--- src/rtl/vrr_vt_pkg.sv ---
package vrr_vt_pkg;
  localparam int unsigned ADDR_W = 3;

  typedef enum logic [ADDR_W-1:0] {
    RA_MINLEN  = 3'd0,
    RA_MAXLEN  = 3'd1,
    RA_FLIP    = 3'd2,
    RA_CTRL    = 3'd3,
    RA_PUSH    = 3'd4,
    RA_BLANK   = 3'd5,
    RA_FIXTOT  = 3'd6
  } reg_addr_e;

  localparam int unsigned CTL_EN_BIT   = 0;
  localparam int unsigned CTL_FLIP_BIT = 1;
  localparam int unsigned CTL_FSD_LSB  = 2;
  localparam int unsigned CTL_FSD_W    = 2;
  localparam int unsigned CTL_GB_LSB   = 4;

  localparam int unsigned PUSH_EN_BIT   = 0;
  localparam int unsigned PUSH_SEND_BIT = 1;
endpackage

--- src/rtl/vrr_vt_regs.sv ---
module vrr_vt_regs
  import vrr_vt_pkg::*;
#(
  parameter int unsigned LINE_W    = 12,
  parameter int unsigned GUARD_W   = 8,
  parameter int unsigned DATA_W    = 32,
  parameter int unsigned DEF_BLANK = 15,
  parameter int unsigned DEF_TOTAL = 20
) (
  input  logic                 clk,
  input  logic                 rst_n,
  input  logic                 wr,
  input  logic [ADDR_W-1:0]    addr,
  input  logic [DATA_W-1:0]    wdata,
  output logic [DATA_W-1:0]    rdata,
  input  logic                 latch_now,
  input  logic                 consume,
  output logic [LINE_W-1:0]    a_minlen_m1,
  output logic [LINE_W-1:0]    a_maxlen_m1,
  output logic [LINE_W-1:0]    a_flip_m1,
  output logic                 a_en,
  output logic                 a_flip_en,
  output logic [CTL_FSD_W-1:0] a_fsd_m1,
  output logic [GUARD_W-1:0]   a_guard,
  output logic [LINE_W-1:0]    a_blank,
  output logic [LINE_W-1:0]    a_fixtot_m1,
  output logic                 send_q
);
  localparam int unsigned CTL_W = CTL_GB_LSB + GUARD_W;
  localparam logic [LINE_W-1:0] RST_BLANK = LINE_W'(DEF_BLANK);
  localparam logic [LINE_W-1:0] RST_TOT   = LINE_W'(DEF_TOTAL - 1);

  logic [LINE_W-1:0]    p_minlen_m1, p_maxlen_m1, p_flip_m1, p_blank, p_fixtot_m1;
  logic                 p_en, p_flip_en, push_en_q;
  logic [CTL_FSD_W-1:0] p_fsd_m1;
  logic [GUARD_W-1:0]   p_guard;
  reg_addr_e            waddr;

  assign waddr = reg_addr_e'(addr);

  // pending copy, written by software
  always_ff @(posedge clk) begin
    if (!rst_n) begin
      p_minlen_m1 <= '0;
      p_maxlen_m1 <= '0;
      p_flip_m1   <= '0;
      p_en        <= 1'b0;
      p_flip_en   <= 1'b0;
      p_fsd_m1    <= '0;
      p_guard     <= '0;
      p_blank     <= RST_BLANK;
      p_fixtot_m1 <= RST_TOT;
    end else if (wr) begin
      case (waddr)
        RA_MINLEN: p_minlen_m1 <= wdata[LINE_W-1:0];
        RA_MAXLEN: p_maxlen_m1 <= wdata[LINE_W-1:0];
        RA_FLIP:   p_flip_m1   <= wdata[LINE_W-1:0];
        RA_CTRL: begin
          p_en      <= wdata[CTL_EN_BIT];
          p_flip_en <= wdata[CTL_FLIP_BIT];
          p_fsd_m1  <= wdata[CTL_FSD_LSB +: CTL_FSD_W];
          p_guard   <= wdata[CTL_GB_LSB +: GUARD_W];
        end
        RA_BLANK:  p_blank     <= wdata[LINE_W-1:0];
        RA_FIXTOT: p_fixtot_m1 <= wdata[LINE_W-1:0];
        default: ;
      endcase
    end
  end

  // active copy, taken at the latch strobe
  always_ff @(posedge clk) begin
    if (!rst_n) begin
      a_minlen_m1 <= '0;
      a_maxlen_m1 <= '0;
      a_flip_m1   <= '0;
      a_en        <= 1'b0;
      a_flip_en   <= 1'b0;
      a_fsd_m1    <= '0;
      a_guard     <= '0;
      a_blank     <= RST_BLANK;
      a_fixtot_m1 <= RST_TOT;
    end else if (latch_now) begin
      a_minlen_m1 <= p_minlen_m1;
      a_maxlen_m1 <= p_maxlen_m1;
      a_flip_m1   <= p_flip_m1;
      a_en        <= p_en;
      a_flip_en   <= p_flip_en;
      a_fsd_m1    <= p_fsd_m1;
      a_guard     <= p_guard;
      a_blank     <= p_blank;
      a_fixtot_m1 <= p_fixtot_m1;
    end
  end

  // push register: a write wins over consumption in the same cycle
  always_ff @(posedge clk) begin
    if (!rst_n) begin
      push_en_q <= 1'b0;
      send_q    <= 1'b0;
    end else if (wr && waddr == RA_PUSH) begin
      push_en_q <= wdata[PUSH_EN_BIT];
      send_q    <= wdata[PUSH_EN_BIT] & wdata[PUSH_SEND_BIT];
    end else if (consume) begin
      send_q <= 1'b0;
    end
  end

  always_comb begin
    rdata = '0;
    case (waddr)
      RA_MINLEN: rdata[LINE_W-1:0] = p_minlen_m1;
      RA_MAXLEN: rdata[LINE_W-1:0] = p_maxlen_m1;
      RA_FLIP:   rdata[LINE_W-1:0] = p_flip_m1;
      RA_CTRL:   rdata[CTL_W-1:0]  = {p_guard, p_fsd_m1, p_flip_en, p_en};
      RA_PUSH: begin
        rdata[PUSH_EN_BIT]   = push_en_q;
        rdata[PUSH_SEND_BIT] = send_q;
      end
      RA_BLANK:  rdata[LINE_W-1:0] = p_blank;
      RA_FIXTOT: rdata[LINE_W-1:0] = p_fixtot_m1;
      default:   rdata = '0;
    endcase
  end

  wire unused_wdata = ^wdata;
endmodule

--- src/rtl/vrr_vt_bounds.sv ---
module vrr_vt_bounds #(
  parameter int unsigned LINE_W  = 12,
  parameter int unsigned GUARD_W = 8,
  parameter int unsigned FSD_W   = 2,
  parameter int unsigned EXT_W   = 14
) (
  input  logic [LINE_W-1:0]  a_minlen_m1,
  input  logic [LINE_W-1:0]  a_maxlen_m1,
  input  logic [LINE_W-1:0]  a_flip_m1,
  input  logic               a_en,
  input  logic               a_flip_en,
  input  logic [FSD_W-1:0]   a_fsd_m1,
  input  logic [GUARD_W-1:0] a_guard,
  output logic               vrr_on,
  output logic               cfg_err,
  output logic [EXT_W-1:0]   exit_len,
  output logic [EXT_W-1:0]   early_ln,
  output logic [EXT_W-1:0]   late_ln,
  output logic [EXT_W-1:0]   maxlen
);
  logic [EXT_W-1:0] minlen, flip, flip_eff;
  logic             ok;

  always_comb begin
    minlen   = EXT_W'(a_minlen_m1) + EXT_W'(1);
    maxlen   = EXT_W'(a_maxlen_m1) + EXT_W'(1);
    flip     = EXT_W'(a_flip_m1) + EXT_W'(1);
    flip_eff = a_flip_en ? flip : (minlen + EXT_W'(1));
    // guard + (delay_m1 + 1) + one inserted line
    exit_len = EXT_W'(a_guard) + EXT_W'(a_fsd_m1) + EXT_W'(2);
    ok = (minlen < maxlen) &&
         (flip_eff <= maxlen) &&
         (flip_eff >= minlen + EXT_W'(1)) &&
         (exit_len < flip_eff);
    early_ln = flip_eff - exit_len;
    late_ln  = maxlen - exit_len;
    vrr_on   = a_en & ok;
    cfg_err  = a_en & ~ok;
  end
endmodule

--- src/rtl/vrr_vt_linegen.sv ---
module vrr_vt_linegen #(
  parameter int unsigned LINE_W = 12,
  parameter int unsigned EXT_W  = 14
) (
  input  logic              clk,
  input  logic              rst_n,
  input  logic              tick,
  input  logic              vrr_on,
  input  logic              send,
  input  logic [EXT_W-1:0]  exit_len,
  input  logic [EXT_W-1:0]  early_ln,
  input  logic [EXT_W-1:0]  late_ln,
  input  logic [EXT_W-1:0]  maxlen,
  input  logic [LINE_W-1:0] blank_ln,
  input  logic [LINE_W-1:0] fixtot_m1,
  output logic [LINE_W-1:0] line_q,
  output logic              vblank_q,
  output logic              fstart_q,
  output logic              latch_q,
  output logic              latch_now,
  output logic              consume
);
  logic [EXT_W-1:0]  nxt, line_x, end_q;
  logic              exiting_q, wrap, decide;
  logic [LINE_W-1:0] line_n;

  always_comb begin
    line_x = EXT_W'(line_q);
    nxt    = line_x + EXT_W'(1);
    if (vrr_on)
      wrap = exiting_q ? (line_x >= end_q) : (nxt >= maxlen);
    else
      wrap = (line_q >= fixtot_m1);
    decide = vrr_on && !exiting_q && (nxt >= early_ln) && (nxt <= late_ln) &&
             (send || nxt == late_ln);
    latch_now = tick && !wrap && (vrr_on ? decide : (nxt == EXT_W'(blank_ln)));
    consume   = latch_now && vrr_on;
    line_n    = wrap ? '0 : nxt[LINE_W-1:0];
  end

  always_ff @(posedge clk) begin
    if (!rst_n) begin
      line_q    <= '0;
      vblank_q  <= 1'b0;
      fstart_q  <= 1'b0;
      latch_q   <= 1'b0;
      exiting_q <= 1'b0;
      end_q     <= '0;
    end else begin
      fstart_q <= tick && wrap;
      latch_q  <= latch_now;
      if (tick) begin
        line_q   <= line_n;
        vblank_q <= (line_n >= blank_ln);
        if (wrap)
          exiting_q <= 1'b0;
        else if (decide) begin
          exiting_q <= 1'b1;
          end_q     <= nxt + exit_len - EXT_W'(1);
        end
      end
    end
  end
endmodule

--- src/rtl/vrr_vtimer.sv ---
module vrr_vtimer
  import vrr_vt_pkg::*;
#(
  parameter int unsigned LINE_W    = 12,
  parameter int unsigned GUARD_W   = 8,
  parameter int unsigned DATA_W    = 32,
  parameter int unsigned DEF_BLANK = 15,
  parameter int unsigned DEF_TOTAL = 20
) (
  input  logic              clk,
  input  logic              rst_n,
  input  logic              line_tick,
  input  logic              cfg_wr,
  input  logic [2:0]        cfg_addr,
  input  logic [DATA_W-1:0] cfg_wdata,
  output logic [DATA_W-1:0] cfg_rdata,
  output logic [LINE_W-1:0] line_num,
  output logic              vblank,
  output logic              frame_start,
  output logic              latch_stb,
  output logic              cfg_error
);
  localparam int unsigned EXT_W = ((LINE_W > GUARD_W) ? LINE_W : GUARD_W) + 2;

  logic [LINE_W-1:0]    a_minlen_m1, a_maxlen_m1, a_flip_m1, a_blank, a_fixtot_m1;
  logic                 a_en, a_flip_en, send_q, vrr_on, latch_now, consume;
  logic [CTL_FSD_W-1:0] a_fsd_m1;
  logic [GUARD_W-1:0]   a_guard;
  logic [EXT_W-1:0]     exit_len, early_ln, late_ln, maxlen;

  vrr_vt_regs #(
    .LINE_W(LINE_W), .GUARD_W(GUARD_W), .DATA_W(DATA_W),
    .DEF_BLANK(DEF_BLANK), .DEF_TOTAL(DEF_TOTAL)
  ) u_regs (
    .clk(clk), .rst_n(rst_n), .wr(cfg_wr), .addr(cfg_addr),
    .wdata(cfg_wdata), .rdata(cfg_rdata),
    .latch_now(latch_now), .consume(consume),
    .a_minlen_m1(a_minlen_m1), .a_maxlen_m1(a_maxlen_m1), .a_flip_m1(a_flip_m1),
    .a_en(a_en), .a_flip_en(a_flip_en), .a_fsd_m1(a_fsd_m1), .a_guard(a_guard),
    .a_blank(a_blank), .a_fixtot_m1(a_fixtot_m1), .send_q(send_q)
  );

  vrr_vt_bounds #(
    .LINE_W(LINE_W), .GUARD_W(GUARD_W), .FSD_W(CTL_FSD_W), .EXT_W(EXT_W)
  ) u_bounds (
    .a_minlen_m1(a_minlen_m1), .a_maxlen_m1(a_maxlen_m1), .a_flip_m1(a_flip_m1),
    .a_en(a_en), .a_flip_en(a_flip_en), .a_fsd_m1(a_fsd_m1), .a_guard(a_guard),
    .vrr_on(vrr_on), .cfg_err(cfg_error), .exit_len(exit_len),
    .early_ln(early_ln), .late_ln(late_ln), .maxlen(maxlen)
  );

  vrr_vt_linegen #(.LINE_W(LINE_W), .EXT_W(EXT_W)) u_line (
    .clk(clk), .rst_n(rst_n), .tick(line_tick), .vrr_on(vrr_on), .send(send_q),
    .exit_len(exit_len), .early_ln(early_ln), .late_ln(late_ln), .maxlen(maxlen),
    .blank_ln(a_blank), .fixtot_m1(a_fixtot_m1),
    .line_q(line_num), .vblank_q(vblank), .fstart_q(frame_start),
    .latch_q(latch_stb), .latch_now(latch_now), .consume(consume)
  );
endmodule

--- config.mk ---
export PLATFORM = sky130hd
export DESIGN_NAME = vrr_vtimer
export DESIGN_NICKNAME = d
export VERILOG_FILES = /design/src/rtl/vrr_vt_pkg.sv /design/src/rtl/vrr_vt_regs.sv /design/src/rtl/vrr_vt_bounds.sv /design/src/rtl/vrr_vt_linegen.sv /design/src/rtl/vrr_vtimer.sv
export SDC_FILE = /design/constraint.sdc
export NUM_CORES = 1
export LEC_CHECK = 0
export BUFFER_PORTS_ARGS = -buffer_cell sky130_fd_sc_hd__buf_2
export CAP_MARGIN = 20
export CORE_MARGIN = 3
export CORE_UTILIZATION = 50
export CTS_CLUSTER_SIZE = 20
export DETAILED_ROUTE_END_ITERATION = 10
export PLACE_DENSITY_LB_ADDON = 0.25
export SYNTH_ARGS = -nofsm -noshare
export SYNTH_HDL_FRONTEND = slang
export SYNTH_SLANG_ARGS = --single-unit
--- constraint.sdc ---
create_clock -name clk -period 15.4 [get_ports clk]
set_clock_uncertainty 0.2 [all_clocks]
set_input_delay 1.54 -clock clk [delete_from_list [all_inputs] [get_ports clk]]
set_output_delay 1.54 -clock clk [all_outputs]
set_load 0.005 [all_outputs]
==> impl_metrics.csv, run 1 <==
group,metric,value,unit
routing,ant_nets,0,
worst_setup_path,startpoint_type,"flip-flop",
cells_and_area,multi_input_area,8890,µm²
clocking,cts_made_buffers,17,
worst_setup_path,critPathMaxStageDelay,590,ps
logic_synthesis,synthTopCellsByArea,"dfxtp_1 27%, ha_1 15%, nand2_1 6.9%, mux2i_1 5.4%, a21oi_1 5.2%",
worst_setup_path,cp-end-kind,"flip-flop",
logic_synthesis,seq_area_frac_synth,26.7,%
clocking,postCtsSetupBuffers,0,
power,p_leak,5.84,nW
logic_synthesis,synth-edff-count,0,
placement,gp_congestion,0.917,
sta,min_period,7850,ps
logic_synthesis,synth-async-reset-ratio,0,%
sta,final.period_utilization,51.0,%
clocking,clkLatencyLatePin,440,ps
routing,drcViolationCount,0,
cells_and_area,n_antenna_cell,0,
placement,dp_hpwl,27500,µm
logic_synthesis,yosysTopAreaCell,"dfxtp_1",
cells_and_area,largest_reg_flops,14,
cells_and_area,area.sequential,3520,µm²
worst_setup_path,crit_fanout,23,
worst_setup_path,path_class,"flip-flop to flip-flop",
sta,fmax,127,MHz
global_routing,grt_pass1_vias,10791,
cells_and_area,finalNetCount,1857,
routing,viasPerCell,5.76,
placement,dp_slack,7680,ps
power,ir_worst_vdd,0.0692,mV
placement,placed_cells,1963,
worst_hold_path,holdCritPathClass,"flip-flop to flip-flop",
logic_synthesis,ys_types,75,
power,p_per_area,69.2,nW/µm²
cells_and_area,instances_no_fill,1996,
worst_setup_path,crit_slowest_cell,"dfxtp_1",
logic_synthesis,ys_ff_latch,176,
die,die_w,169,µm
sta,max_slew_margin,30.7,%
routing,drtIter0Drc,901,
sta,hold_viol,0,
placement,port_buffers,46,
die,rows,58,
sta,tightest_slew,1040,ps
worst_setup_path,critPathArrivalTime,7980,ps
clocking,cts_tree,"done",
outcome,status,"completed",
die,die_height,169,µm
logic_synthesis,synth_cells,1646,
flow_run,cap_violations,0,
cells_and_area,drive_gt1_share,7.86,%
global_routing,grt.total_usage,25.2,%
logic_synthesis,synthTopCellsByCount,"242 x nand2_1, 176 x dfxtp_1, 161 x ha_1, 136 x a21oi_1, 130 x nor2_1",
cells_and_area,top_register,"u_line.end_q",
global_routing,antenna_found_initial,0,
cells_and_area,nFillCells,2399,
logic_synthesis,synth.top_cell.area_share,26.7,%
sta,setup_viol,0,
clocking,cts_resized,0,
worst_setup_path,cp_data_required_time,15530,ps
logic_synthesis,ys_warn_count,0,
clocking,ctsLongestPathBuffers,2,
die,core_area,25500,µm²
logic_synthesis,syn_area,13200,µm²
clocking,postCtsHoldBufs,0,
global_routing,grt_max_degree,86,
die,start_util,51.7,%
clocking,clkSinkCount,176,
clocking,clockRootBuffer,"clkbuf_16",
logic_synthesis,syn_avg_cell_area,8.03,µm²
logic_synthesis,yosys.cell_count.top_type,"nand2_1",
die,io_pins,87,
global_routing,gr-total-overflow,0,
sta,worst_slack,7550,ps
power,power,0.980,mW
clocking,clkTransAtPathRegs,80,ps
die,die_area,28400,µm²
logic_synthesis,ys.flop_type,"dfxtp_1",
routing,dr.pass1.iters,5,
routing,wl_per_cell,18.0,µm
sta,rsz0062_at_grt,"false",
routing,num_vias,11492,
clocking,ctsHtreeMaxLevel,4,
sta,maxSlewViolCount,0,
global_routing,grt_pass1_wl,57400,µm
routing,wl,36000,µm
cells_and_area,area_delta_synth_final,7.20,%
sta,setup_tns,0,ps
## routing by layer
metal	global-route usage, %	vias to the layer above	part of all wire (%)
met5	0	-	0
met4	8.47	0	3.0
met3	3.97	66	5.9
met2	39.6	323	44
met1	35.5	5356	47
li1	-	5747	-
## path summary, 6_finish.rpt
kind | startpoint | end | cells past startpoint | slack, ps
worst min-delay path | u_line.end_q[4] | u_line.end_q[4] | 2 | 250
worst max register to register | u_regs.a_minlen_m1[0] | u_line.vblank_q | 30 | 7550
worst max-delay path | u_regs.a_minlen_m1[0] | u_line.vblank_q | 30 | 7550
worst min register to register | u_line.end_q[4] | u_line.end_q[4] | 2 | 250
## logic make-up after synthesis
family	share of synthesized area, %
simple gates	20.2
mux	7.59
buf+inv	6.84
fa+ha+maj	16.0
xor+xnor	6.30
compound gates	16.3
other cells	0.0568
flops	26.7
## critical path, delay by kind of cell, from the launching register on
kind	cells	cell delay, ps
AO/OA/AOI/OAI	16	3460
XOR/XNOR	2	490
adder cells (fa/ha/maj)	3	920
buffers and inverters	1	220
flip-flops	1	590
multiplexers	1	530
AND/OR/NAND/NOR	7	1350
## metrics by stage
stage / utilization, % / cell area (µm²) / hold WS [ps]
floorplan: - / 13300 / 232
global placement: 53.0 / 13500 / 244
detailed placement: 53.0 / 13500 / 248
CTS: 55.4 / 14200 / 257
global route: 55.5 / 14200 / 276
finish: 55.5 / 14200 / 254
## power by group
part           internal, mW  switching, mW  leakage [nW]
combinational        0.0268         0.0464          4.13
sequential            0.460        0.00645          1.42
clock                 0.221          0.219         0.291
## cells in the final DEF, fill, tap and decap left out, types with 24 or more instances in the layout
cell	count
ha_1	161
a21oi_1	136
a21o_1	25
buf_2	46
inv_1	110
nand2_1	242
mux2i_1	71
nor2_1	130
nand4_1	24
xor2_1	31
nand3_1	53
dfxtp_1	176
xnor2_1	64
o21ai_0	53
## area by class of cell
cell class | count | share of cell area [%]
Tap cell | 330 | 2.91
Timing Repair Buffer | 57 | 2.25
Inverter | 111 | 2.96
Clock buffer | 17 | 3.00
Clock inverter | 15 | 1.25
Sequential cell | 176 | 24.9
Multi-Input combinational cell | 1290 | 62.7
No activity file was read; power rests on OpenSTA's default activity.
==> run 2, diff against run 1 <==
Clock period 15.4 ns to 7.83 ns, I/O delays scaled along.
==> run 2 against run 1 <==
Net effect:
- sequential share of layout area fell by 0.13 points
- setup slack got worse by 7100 ps
- via count rose by 0.99%
- sequential cell count did not move
- critical path depth fell by 1
- die area did not move
- power rose by 100%
- first-iteration DRC count rose by 7.5%
- final cell count rose by 0.25%
- utilization rose by 0.29 points
- combinational power rose by 98%
- clock-buffer cell count did not move
- critical endpoint unchanged
- largest cell class unchanged
==> impl_metrics.csv, run 2 (same netlist as run 1, synthesis figures left out) <==
group,metric,value,unit
clocking,ctsLongestPathBuffers,2,
routing,drtIter0Drc,969,
sta,final.period_utilization,94.2,%
power,p_clk_share,46.1,%
clocking,clkLatencyLatePin,440,ps
power,swShare,28.7,%
cells_and_area,final_cell_mix,"242 x nand2_1, 176 x dfxtp_1, 161 x ha_1",
die,die_area,28400,µm²
die,die_w,169,µm
sta,rsz0062_at_grt,"false",
worst_setup_path,cp-end-kind,"flip-flop",
worst_setup_path,startpoint_type,"flip-flop",
worst_setup_path,rr_startpoint,"u_regs.a_minlen_m1[0]",
worst_setup_path,crit_slowest_cell,"dfxtp_1",
routing,wl,36500,µm
global_routing,gr-total-overflow,0,
clocking,cts_made_buffers,17,
power,internal_power,1.40,mW
placement,dpl-instance-area,13600,µm²
cells_and_area,postLayoutCellArea,14200,µm²
placement,gp_congestion,0.892,
flow_run,cap_violations,0,
power,p_comb_share,7.4,%
clocking,clkTransAtPathRegs,80,ps
worst_setup_path,ff2ff_setup_slack,450,ps
worst_setup_path,r2r_end,"u_line.vblank_q",
worst_setup_path,path_class,"flip-flop to flip-flop",
routing,drcViolationCount,0,
global_routing,grt_max_degree,99,
die,start_util,51.7,%
placement,dp_hpwl,27800,µm
cells_and_area,finalNetCount,1862,
clocking,cts_tree,"done",
placement,port_buffers,46,
worst_setup_path,cp_data_required_time,7960,ps
sta,setup_tns,0,ps
clocking,postCtsHoldBufs,0,
power,p_per_area,138,nW/µm²
global_routing,grt.total_usage,25.4,%
outcome,status,"completed",
routing,dr.pass1.iters,5,
cells_and_area,largest_reg_flops,14,
routing,wl_per_cell,18.3,µm
global_routing,antenna_found_initial,0,
global_routing,grt_pass1_vias,10877,
clocking,cts_resized,0,
sta,fmax,136,MHz
power,power.switching,0.564,mW
sta,max_slew_margin,32.1,%
clocking,clkSinkCount,176,
worst_hold_path,holdCritPathClass,"flip-flop to flip-flop",
cells_and_area,n_antenna_cell,0,
global_routing,grt_pass1_wl,58000,µm
cells_and_area,final_common_cell,"nand2_1",
die,die_height,169,µm
die,core_area,25500,µm²
sta,maxSlewViolCount,0,
clocking,postCtsSetupBuffers,0,
sta,hold_viol,0,
routing,viasPerCell,5.80,
worst_hold_path,hold_depth,2,
cells_and_area,drive_gt1_share,8.08,%
sta,tightest_slew,1010,ps
sta,min_period,7380,ps
cells_and_area,top_register,"u_line.end_q",
sta,setup_viol,0,
clocking,ctsHtreeMaxLevel,4,
die,rows,58,
clocking,clockRootBuffer,"clkbuf_16",
power,power_frac_seq,46.6,%
worst_setup_path,crit_fanout,13,
worst_hold_path,min_from,"u_line.end_q[5]",
power,ir_worst_vdd,0.136,mV
worst_setup_path,critPathArrivalTime,7500,ps
routing,num_vias,11606,
die,io_pins,87,
worst_hold_path,holdPathEnd,"u_line.end_q[5]",
routing,ant_nets,0,
power,p_leak,5.89,nW
worst_setup_path,rr_worst_depth,29,
worst_setup_path,critPathMaxStageDelay,570,ps
cells_and_area,area_delta_synth_final,7.76,%
cells_and_area,nFillCells,2443,
## run 2: critical path: cells and delay by family, from the launching register on
family | cells | cell delay (ps)
AOI/OAI and AO/OA | 16 | 3480
and+or+nand+nor | 7 | 1210
adders and majority gates | 3 | 880
DFF | 1 | 570
xor gates and xnor gates | 2 | 540
muxes | 1 | 400
## run 2: routing by layer
layer  wire (µm)  global-route usage (%)  up-vias
met1       16900                    36.2     5461
met5           0                       0        -
met3        2090                    3.34       55
li1            -                       -     5759
met4         871                    6.94        0
met2       16700                    40.8      331
## run 2: layout make-up
class	instances	area (µm²)	area share, %
Timing Repair Buffer	62	363	2.55
Clock inverter	15	214	1.50
Multi-Input combinational cell	1290	8880	62.4
Tap cell	330	413	2.90
Inverter	111	419	2.94
Clock buffer	17	425	2.99
Sequential cell	176	3520	24.7
## run 2: metrics by stage
step,cells,utilization [%],hold slack (ps),power (mW),setup WS [ps]
3_3_place_gp,1969,53.2,242,1.08,675
2_1_floorplan,1667,-,232,1.04,1410
4_1_cts,2001,55.7,254,1.98,555
3_5_place_dp,1969,53.2,245,1.08,575
5_1_grt,2001,55.7,270,2.04,31.5
6_report,2001,55.7,255,1.97,453
## run 2: worst max-delay path by stage
| stage | endpoint | startpoint |
|---|---|---|
| global route | u_line.vblank_q | u_regs.a_minlen_m1[0] |
| finish | u_line.vblank_q | u_regs.a_minlen_m1[0] |
| floorplan | u_line.vblank_q | u_regs.a_minlen_m1[0] |
| global placement | u_line.vblank_q | u_regs.a_minlen_m1[0] |
| detailed placement | u_line.vblank_q | u_regs.a_minlen_m1[0] |
| CTS | u_line.vblank_q | u_regs.a_minlen_m1[0] |
## run 2: power groups by stage
stage | combinational, mW | sequential, mW | clock, mW
floorplan | 0.108 | 0.931 | 0
global placement | 0.140 | 0.937 | 0
detailed placement | 0.142 | 0.937 | 0
CTS | 0.143 | 0.916 | 0.919
global route | 0.160 | 0.917 | 0.962
finish | 0.145 | 0.916 | 0.907
==> run 3, diff against run 2 <==
Settings changed: ABC_CLOCK_PERIOD_IN_PS set to 7830, CORE_UTILIZATION 50 to 51, PLACE_DENSITY set to 0.72, PLACE_DENSITY_LB_ADDON 0.25 to not set.
==> run 3 against run 2 <==
Net effect:
- critical path depth unchanged
- routed wire length about the same
- via count up 1.7%
- setup slack better by 240 ps
- sequential cell count unchanged
- register-to-register slack better by 240 ps
- power about the same
- sequential share of layout area down 0.054 points
- sequential power about the same
- clock-buffer cell count unchanged
- worst hold slack worse by 3.0 ps
- largest cell class unchanged
- highest routed layer unchanged
==> impl_metrics.csv, run 3 (same netlist as run 1, synthesis figures left out) <==
group,metric,value,unit
cells_and_area,final_cell_mix,"242 x nand2_1, 175 x dfxtp_1, 161 x ha_1",
routing,drtIter0Drc,1077,
sta,max_slew_margin,27.8,%
clocking,clkTransAtPathRegs,70,ps
routing,ant_nets,0,
clocking,clkSinkCount,176,
cells_and_area,postLayoutCellArea,14300,µm²
cells_and_area,n_antenna_cell,0,
routing,viasPerCell,5.89,
global_routing,grt_max_degree,101,
routing,wl,36500,µm
die,rows,58,
power,p_clk_share,46.1,%
cells_and_area,drive_gt1_share,8.36,%
worst_setup_path,cp_data_required_time,7950,ps
flow_run,cap_violations,0,
sta,maxSlewViolCount,0,
routing,dr.max_layer_used,"met4",
routing,met2_wirelength,16700,µm
sta,final.period_utilization,91.1,%
sta,setup_tns,0,ps
worst_setup_path,critPathArrivalTime,7260,ps
worst_setup_path,cp-end-kind,"flip-flop",
clocking,cts_tree,"done",
clocking,cts_made_buffers,17,
cells_and_area,area_delta_synth_final,8.04,%
placement,gp_congestion,0.952,
global_routing,gr-total-overflow,0,
global_routing,grt.total_usage,25.7,%
global_routing,grt_pass1_vias,10897,
routing,wl_met1,16500,µm
sta,setup_viol,0,
worst_setup_path,crit_fanout,13,
power,swShare,28.5,%
global_routing,antenna_found_initial,0,
placement,dpl-instance-area,13600,µm²
global_routing,grt_pass1_wl,58200,µm
die,core_area,25300,µm²
clocking,ctsHtreeMaxLevel,4,
power,p_per_area,138,nW/µm²
power,p_comb_share,7.3,%
routing,drcViolationCount,0,
die,die_area,27900,µm²
sta,rsz0062_at_grt,"false",
routing,wl_met3,2470,µm
die,io_pins,87,
routing,dr.pass1.iters,6,
cells_and_area,nFillCells,2336,
placement,dp_hpwl,27900,µm
sta,fmax,140,MHz
placement,port_buffers,46,
power,ir_worst_vdd,0.151,mV
worst_setup_path,critPathMaxStageDelay,510,ps
placement,placed_cells,1972,
clocking,ctsLongestPathBuffers,2,
cells_and_area,multi_input_area,8890,µm²
die,die_w,167,µm
sta,min_period,7140,ps
worst_setup_path,path_class,"flip-flop to flip-flop",
power,power_frac_seq,46.6,%
power,power,1.97,mW
cells_and_area,final_common_cell,"nand2_1",
worst_setup_path,startpoint_type,"flip-flop",
routing,wl_per_cell,18.2,µm
cells_and_area,finalNetCount,1865,
routing,num_vias,11806,
worst_setup_path,rr_worst_depth,29,
placement,dp_slack,620,ps
sta,hold_viol,0,
sta,worst_slack,695,ps
cells_and_area,largest_reg_flops,14,
cells_and_area,fin_util,56.4,%
worst_hold_path,hold_depth,2,
die,die_height,167,µm
power,p_leak,5.91,nW
worst_setup_path,crit_slowest_cell,"a311oi_2",
clocking,clkLatencyLatePin,440,ps
clocking,clockRootBuffer,"clkbuf_16",
cells_and_area,area.sequential,3520,µm²
cells_and_area,instances_no_fill,2004,
power,internal_power,1.41,mW
power,power.switching,0.561,mW
sta,tightest_slew,1080,ps
worst_hold_path,holdCritPathClass,"flip-flop to flip-flop",
clocking,postCtsSetupBuffers,0,
die,start_util,52.2,%
cells_and_area,top_register,"u_line.end_q",
sta,whs,252,ps
outcome,status,"completed",
[run 3: cell types whose count changed in the layout (fill, tap and decap cells not counted), sizes merged]
| cell | previous run | this run |
|---|---|---|
| inv | 119 | 122 |
| clkinv | 7 | 4 |
| buf | 62 | 65 |
[run 3: worst paths after layout]
kind	slack, ps	start	to
worst max-delay path	690	u_regs.a_minlen_m1[0]	u_line.vblank_q
worst min-delay path	250	u_line.end_q[3]	u_line.end_q[3]
worst max register to register	690	u_regs.a_minlen_m1[0]	u_line.vblank_q
worst min register to register	250	u_line.end_q[3]	u_line.end_q[3]
[run 3: cell type report]
class | instances | share of cell area [%]
multi-input combinational | 1290 | 62.3
clock buffer | 17 | 2.98
timing repair buffer | 65 | 2.79
inverter | 111 | 2.94
clock inverter | 15 | 1.46
sequential | 176 | 24.7
tap | 330 | 2.89
[run 3: critical path: cells and delay by family (launching register included)]
| kind | cells | cell delay (ps) |
|---|---|---|
| simple gates | 7 | 1230 |
| fa+ha+maj | 3 | 830 |
| mux | 1 | 400 |
| compound gates | 16 | 3380 |
| xor+xnor | 2 | 510 |
| flops | 1 | 460 |
[run 3: power groups by stage]
| stage | Combinational (mW) | Sequential [mW] | Clock, mW |
|---|---|---|---|
| after global routing | 0.159 | 0.918 | 0.956 |
| after CTS | 0.142 | 0.916 | 0.915 |
| final | 0.144 | 0.917 | 0.906 |
| after global placement | 0.138 | 0.937 | 0 |
| after floorplan | 0.108 | 0.931 | 0 |
| after detailed placement | 0.140 | 0.938 | 0 |
[run 3: timing repair]
action,CTS,global route
hold buffers,0,0
resized for setup,0,1
setup endpoints to repair,0,1
[run 3: per-layer routing]
layer | global-route usage [%] | up-vias
met4 | 7.46 | 0
met2 | 41.2 | 410
met1 | 36.0 | 5572
li1 | - | 5767
met3 | 4.08 | 57
met5 | 0 | -
